--- src/rtl/smseq_pkg.sv ---
package smseq_pkg;

    typedef enum logic [2:0] {
        S_IDLE,
        S_REF_GO,
        S_REF_WAIT,
        S_SETTLE,
        S_SUP_GO,
        S_SUP_WAIT,
        S_FIN
    } seq_state_e;

    typedef struct packed {
        seq_state_e state;
        logic       err;
    } seq_regs_t;

    localparam int N_SLOT   = 2;
    localparam int SLOT_REF = 0;
    localparam int SLOT_SUP = 1;

endpackage

--- src/rtl/smseq_timer.sv ---
module smseq_timer #(
    parameter int W = 13
) (
    input  logic         clk,
    input  logic         rst_n,
    input  logic         load_i,
    input  logic [W-1:0] load_val_i,
    output logic         zero_o
);
    logic [W-1:0] cnt_d, cnt_q;

    always_comb begin
        cnt_d = cnt_q;
        if (load_i)
            cnt_d = load_val_i;
        else if (cnt_q != '0)
            cnt_d = cnt_q - 1'b1;
    end

    always_ff @(posedge clk or negedge rst_n) begin
        if (!rst_n) cnt_q <= '0;
        else        cnt_q <= cnt_d;
    end

    assign zero_o = (cnt_q == '0);

    // an idle timer must not wrap around to a large value
    p_hold_at_zero_r4: assert property (@(posedge clk) disable iff (!rst_n)
        (!load_i && zero_o) |=> zero_o);

endmodule

--- src/rtl/smseq_result.sv ---
module smseq_result #(
    parameter int DATA_W = 12,
    parameter int SLOTS  = 2
) (
    input  logic                         clk,
    input  logic                         rst_n,
    input  logic [SLOTS-1:0]             cap_i,
    input  logic [DATA_W-1:0]            data_i,
    output logic [SLOTS-1:0][DATA_W-1:0] codes_o
);
    for (genvar g = 0; g < SLOTS; g++) begin : g_slot
        logic [DATA_W-1:0] code_d, code_q;

        always_comb begin
            code_d = code_q;
            if (cap_i[g]) code_d = data_i;
        end

        always_ff @(posedge clk or negedge rst_n) begin
            if (!rst_n) code_q <= '0;
            else        code_q <= code_d;
        end

        assign codes_o[g] = code_q;

        // a slot keeps its code between captures
        p_code_hold_r6: assert property (@(posedge clk) disable iff (!rst_n)
            !cap_i[g] |=> $stable(codes_o[g]));
    end

endmodule

--- src/rtl/supply_meas_seq.sv ---
module supply_meas_seq
    import smseq_pkg::*;
#(
    parameter int          DATA_W      = 12,
    parameter int          CH_W        = 5,
    parameter int          CTRL_W      = 16,
    parameter int          SETTLE_CYC  = 6000,
    parameter int          TIMEOUT_CYC = 4096,
    parameter logic [4:0]  REF_SEL     = 5'b11111,
    parameter logic [4:0]  SUP_SEL     = 5'b10011,
    parameter logic [15:0] REF_CTRL    = 16'h2A83,
    parameter logic [15:0] SUP_CTRL    = 16'h2AA3
) (
    input  logic              clk,
    input  logic              rst_n,
    input  logic              start_i,
    output logic              busy_o,
    output logic              done_o,
    output logic              err_o,
    output logic [CH_W-1:0]   mux_sel_o,
    output logic              buf_en_o,
    output logic [CTRL_W-1:0] ctrl_o,
    output logic              adc_start_o,
    input  logic              adc_ready_i,
    input  logic [DATA_W-1:0] adc_data_i,
    output logic [DATA_W-1:0] ref_code_o,
    output logic [DATA_W-1:0] sup_code_o
);
    localparam int MAX_CYC = (SETTLE_CYC > TIMEOUT_CYC) ? SETTLE_CYC : TIMEOUT_CYC;
    localparam int CNT_W   = $clog2(MAX_CYC + 1);
    localparam logic [CNT_W-1:0] SETTLE_LD = CNT_W'(SETTLE_CYC - 1);
    localparam logic [CNT_W-1:0] TOUT_LD   = CNT_W'(TIMEOUT_CYC - 1);
    localparam logic [CNT_W:0]   SETTLE_CHK = (CNT_W + 1)'(SETTLE_CYC);

    seq_regs_t          r_d, r_q;
    logic               tmr_load;
    logic [CNT_W-1:0]   tmr_val;
    logic               tmr_zero;
    logic [N_SLOT-1:0]  cap;
    logic [N_SLOT-1:0][DATA_W-1:0] codes;
    logic               sup_phase;

    smseq_timer #(.W(CNT_W)) u_timer (
        .clk        (clk),
        .rst_n      (rst_n),
        .load_i     (tmr_load),
        .load_val_i (tmr_val),
        .zero_o     (tmr_zero)
    );

    smseq_result #(.DATA_W(DATA_W), .SLOTS(N_SLOT)) u_result (
        .clk     (clk),
        .rst_n   (rst_n),
        .cap_i   (cap),
        .data_i  (adc_data_i),
        .codes_o (codes)
    );

    always_comb begin
        r_d      = r_q;
        tmr_load = 1'b0;
        tmr_val  = '0;
        cap      = '0;
        case (r_q.state)
            S_IDLE: if (start_i) begin
                r_d.state = S_REF_GO;
                r_d.err   = 1'b0;
            end
            S_REF_GO: begin
                r_d.state = S_REF_WAIT;
                tmr_load  = 1'b1;
                tmr_val   = TOUT_LD;
            end
            S_REF_WAIT: if (adc_ready_i) begin
                cap[SLOT_REF] = 1'b1;
                r_d.state     = S_SETTLE;
                tmr_load      = 1'b1;
                tmr_val       = SETTLE_LD;
            end else if (tmr_zero) begin
                r_d.state = S_IDLE;
                r_d.err   = 1'b1;
            end
            S_SETTLE: if (tmr_zero) r_d.state = S_SUP_GO;
            S_SUP_GO: begin
                r_d.state = S_SUP_WAIT;
                tmr_load  = 1'b1;
                tmr_val   = TOUT_LD;
            end
            S_SUP_WAIT: if (adc_ready_i) begin
                cap[SLOT_SUP] = 1'b1;
                r_d.state     = S_FIN;
            end else if (tmr_zero) begin
                r_d.state = S_IDLE;
                r_d.err   = 1'b1;
            end
            S_FIN:   r_d.state = S_IDLE;
            default: r_d.state = S_IDLE;
        endcase
    end

    always_ff @(posedge clk or negedge rst_n) begin
        if (!rst_n) r_q <= '{state: S_IDLE, err: 1'b0};
        else        r_q <= r_d;
    end

    assign sup_phase   = (r_q.state == S_SETTLE) || (r_q.state == S_SUP_GO) ||
                         (r_q.state == S_SUP_WAIT);
    assign busy_o      = (r_q.state != S_IDLE);
    assign done_o      = (r_q.state == S_FIN);
    assign err_o       = r_q.err;
    assign adc_start_o = (r_q.state == S_REF_GO) || (r_q.state == S_SUP_GO);
    assign mux_sel_o   = sup_phase ? SUP_SEL : REF_SEL;
    assign buf_en_o    = sup_phase;
    assign ctrl_o      = sup_phase ? SUP_CTRL : REF_CTRL;
    assign ref_code_o  = codes[SLOT_REF];
    assign sup_code_o  = codes[SLOT_SUP];

    // settling window watcher: cycles on the supply channel before its start pulse
    logic [CNT_W:0] settle_seen_q;
    always_ff @(posedge clk or negedge rst_n) begin
        if (!rst_n)                   settle_seen_q <= '0;
        else if (mux_sel_o != SUP_SEL) settle_seen_q <= '0;
        else if (!adc_start_o)         settle_seen_q <= settle_seen_q + 1'b1;
    end

    p_settle_len_r4: assert property (@(posedge clk) disable iff (!rst_n)
        (adc_start_o && mux_sel_o == SUP_SEL) |-> settle_seen_q == SETTLE_CHK);

    p_start_pulse_r2: assert property (@(posedge clk) disable iff (!rst_n)
        adc_start_o |=> !adc_start_o);

    p_ref_first_r2: assert property (@(posedge clk) disable iff (!rst_n)
        $rose(busy_o) |-> (adc_start_o && mux_sel_o == REF_SEL));

    p_sup_word_r5: assert property (@(posedge clk) disable iff (!rst_n)
        (adc_start_o && mux_sel_o == SUP_SEL) |-> (buf_en_o && ctrl_o == SUP_CTRL));

    p_done_after_ready_r7: assert property (@(posedge clk) disable iff (!rst_n)
        done_o |-> $past(adc_ready_i));

    p_done_single_r7: assert property (@(posedge clk) disable iff (!rst_n)
        done_o |=> (!done_o && !busy_o));

    p_err_idle_r10: assert property (@(posedge clk) disable iff (!rst_n)
        $rose(err_o) |-> (!busy_o && !done_o));

endmodule

--- config.mk ---
export PLATFORM = sky130hd
export DESIGN_NAME = supply_meas_seq
export DESIGN_NICKNAME = d
export VERILOG_FILES = /design/src/rtl/smseq_pkg.sv /design/src/rtl/smseq_timer.sv /design/src/rtl/smseq_result.sv /design/src/rtl/supply_meas_seq.sv
export SDC_FILE = /design/constraint.sdc
export NUM_CORES = 1
export LEC_CHECK = 0
export ABC_CLOCK_PERIOD_IN_PS = 2300
export CORE_MARGIN = 2
export CORE_UTILIZATION = 30
export DETAILED_ROUTE_END_ITERATION = 8
export PLACE_DENSITY = 0.66
export SYNTH_ARGS = -nofsm -noshare
export SYNTH_HDL_FRONTEND = slang
export SYNTH_HIERARCHICAL = 1
export SYNTH_SLANG_ARGS = --single-unit
--- constraint.sdc ---
create_clock -name clk -period 2.3 [get_ports clk]
set_clock_uncertainty 0.05 [all_clocks]
set_input_delay 0.46 -clock clk [delete_from_list [all_inputs] [get_ports clk]]
set_output_delay 0.46 -clock clk [all_outputs]
set_load 0.02 [all_outputs]
==> impl_results.md <==
- Initial antenna violation count: 0
- Synth top area share: 45.8%
- Largest net degree at the start of global routing: 42
- Setup crit start: r_q[3]
- Top FF cell, synth: dfrtp_1
- Synth-to-Final Area Change: 27.5%
- Root Driver: clkbuf_8
- Fraction of layout cells with a size suffix above 1: 22.6%
- Xor and xnor area share after synthesis: 4.69%
- Top-count cell post-synth: dfrtp_1
- Die Y: 90.4 microns
- Synth top area cells: dfrtp_1 46%, mux2_4 13%, buf_4 6.7%
- H-tree depth: 2
- Hold Buf Count CTS: 0
- Slew headroom: 65.1%
- Vias in the first global route: 1498
- Worst Hold Class: input port to asynchronous set/reset pin
- Ys async rst share: 100%
- Startpoint Class: register
- # DRC: 0
- DIE AREA: 8180 sq um
- Synth Area in Simple Gates: 13.1%
- WL met3: 218 microns
- Post-synthesis compound-gate area fraction: 7.48%
- DRT iter0 DRCs: 50
- WL met2: 2050 microns
- Core ar.: 7250 sq um
- Slew @ Worst Pin: 0.523 ns
- Num Clock Sinks: 41
- Vias: 1488
- Critical path type: register to output pin
- Status: finished clean
- Total Neg Setup Slack: 0 ns
- GRT Resource Usage Total: 11.1%
- Crit-path max FO: 9
- Max frequency: 0.458 GHz
- Mux cell area share after synthesis: 16.4%
- Met1 WL: 1970 microns
- Final antenna-violating net count: 0
- Mean area per synthesized cell: 11.6 sq um
- Antenna diode count: 0
- Clk_lat worst skew: 0.29 ns
- Cells after synthesis: 193
- Post-CTS Setup Bufs: 0
- Netlist cell types: 48
- Warnings from Yosys: 6
- Peak supply drop: 421 uV
- Slew Limit Fails: 0
- Fin nets: 260
- Via density: 4.35
- Largest family of logic cells by synthesized area: multiplexers
- Starting Density: 30.9%
- RR Endpoint: r_q[3]
- Reg-to-Reg Start: u_timer/cnt_q[6]
- Top routing layer in use: met4
- R2r setup slk: 0.30 ns
- TritonCTS clock tree: yes
- WL final: 4310 microns
- Final Hold Viols: 0
- Pre-antenna DRT Iters: 4
- Leakage: 1.24 nW
- Buf+Inv Stages, Crit Path: 2
- CP arrival: 1.67 ns
- Crit-path max cell delay: 0.63 ns
- Post-synth top cells: 41 x dfrtp_1, 20 x buf_4, 20 x mux2_4
- # IOs: 66
- Clock Tree Buf Depth: 2
- R2R cell count: 5
- Yosys top cell by area: dfrtp_1
- Row count: 31
- Critical Path Sink: done_o
- First-pass GRT wire length: 7180 microns
- Min Tclk post-route: 2.18 ns
- Max Cap Violations: 0
- Worst EP required: 1.79 ns
- GP Congestion: 0.812
- RSZ-0062 raised after global routing: false
- Post-synth EDFFs: 0
- Post-Synth Adder-Cell Area: 1.12%
- Final hold slack: 0.178 ns
- Synth Register Bits: 41
- Nature of the critical path endpoint: output pin
- Final Cycle Share: 95.0%
- Port buffer count: 47
- Levels on crit path: 3
- Grt total ovfl: 0
- Die X-Extent: 90.4 microns
- # setup viols final: 0
- Critical-path top delay cell: clkdlybuf4s50_1
- CTS clock-pin slew for the worst setup and hold paths: 0.08 ns
- CP delay by family, top: buffers and inverters
- TritonCTS buffer count: 5
- Post-synthesis sequential area ratio: 45.8%
- Routed len/inst: 12.6 microns
- Pwr Density: 1150 nW/um^2
- Crit-path cells: inv_1 > nor3b_1 > clkdlybuf4s50_1
- Syn Std Cell Area: 2240 sq um
- HPWL after DPL: 3050 microns
==> cells by family after synthesis <==
logic type	Yosys count
other cells	2
mux	26
buf+inv	36
simple gates	49
fa+ha+maj	2
xor+xnor	12
compound gates	25
flops	41
==> how the worst min path moves through the flow <==
stage,from,to,depth (start not counted)
final,rst_n,u_result/g_slot[0].code_q[7],2
after global placement,u_result/g_slot[0].code_q[4],u_result/g_slot[0].code_q[4],1
after floorplan,rst_n,err_o,0
after global routing,rst_n,u_timer/cnt_q[7],2
after detailed placement,u_result/g_slot[0].code_q[0],u_result/g_slot[0].code_q[0],1
after CTS,rst_n,u_timer/cnt_q[3],2
==> worst register-to-register path: cells and delay by family (launching register included) <==
| kind | cells | cell delay (ns) |
|---|---|---|
| simple gates | 2 | 0.82 |
| flops | 1 | 0.42 |
| compound gates | 2 | 0.34 |
| buf+inv | 1 | 0.27 |
==> repair_timing <==
action / CTS / global route
endpoints found under the setup margin: 5 / 3
gates cloned: 0 / 0
endpoints found under the hold margin: 0 / 0
gates resized for setup: 5 / 3
==> metrics by stage <==
step | cells | total power [mW] | util, % | setup WS [ns] | instance area (sq um)
2_1_floorplan | 209 | 2.22 | - | 0.222 | 2300
3_5_place_dp | 334 | 2.72 | 37.7 | 0.164 | 2740
6_report | 342 | 3.28 | 39.4 | 0.116 | 2860
4_1_cts | 342 | 3.33 | 39.3 | 0.0102 | 2850
5_1_grt | 342 | 3.50 | 39.4 | 0.0195 | 2860
3_3_place_gp | 334 | 2.69 | 37.7 | 0.192 | 2740
==> cells in the final DEF (no fill, tap or decap), types with 4 or more instances in the layout <==
cell,instances
dfrtp_1,39
o21ai_0,6
nand2_1,15
mux2_4,20
inv_1,7
nor2_1,9
clkbuf_8,6
mux2_2,5
o21ai_1,4
xnor2_1,9
clkdlybuf4s50_1,40
buf_4,6
conb_1,18
==> final cells by class <==
cell class / instances / area, sq um
flip-flops and latches: 41 / 1030
clock buffers: 7 / 86.3
fillers: 727 / 4400
inverters: 8 / 30.0
clock inverters: 1 / 30.0
multi-input cells: 132 / 1020
repair buffers: 54 / 534
well taps: 99 / 124
==> power by group <==
group / internal, mW / switching [mW] / total (mW)
combinational: 0.778 / 0.738 / 1.52
clock: 0.354 / 0.249 / 0.603
sequential: 0.962 / 0.203 / 1.16
total: 2.09 / 1.19 / 3.28
==> state kept, by name (all words and copies together) (netlist names) <==
| name | flops |
|---|---|
| u_result/g_slot.code_q | 24 |
| r_q | 3 |
| err_o | 1 |
| u_timer/cnt_q | 13 |
==> routing by layer <==
layer | track usage [%] | vias up
met4 | 4.62 | 0
met5 | 0 | -
li1 | - | 721
met2 | 16.9 | 47
met3 | 3.17 | 7
met1 | 14.7 | 713
Note: power is estimated with default switching activity, not from simulation.
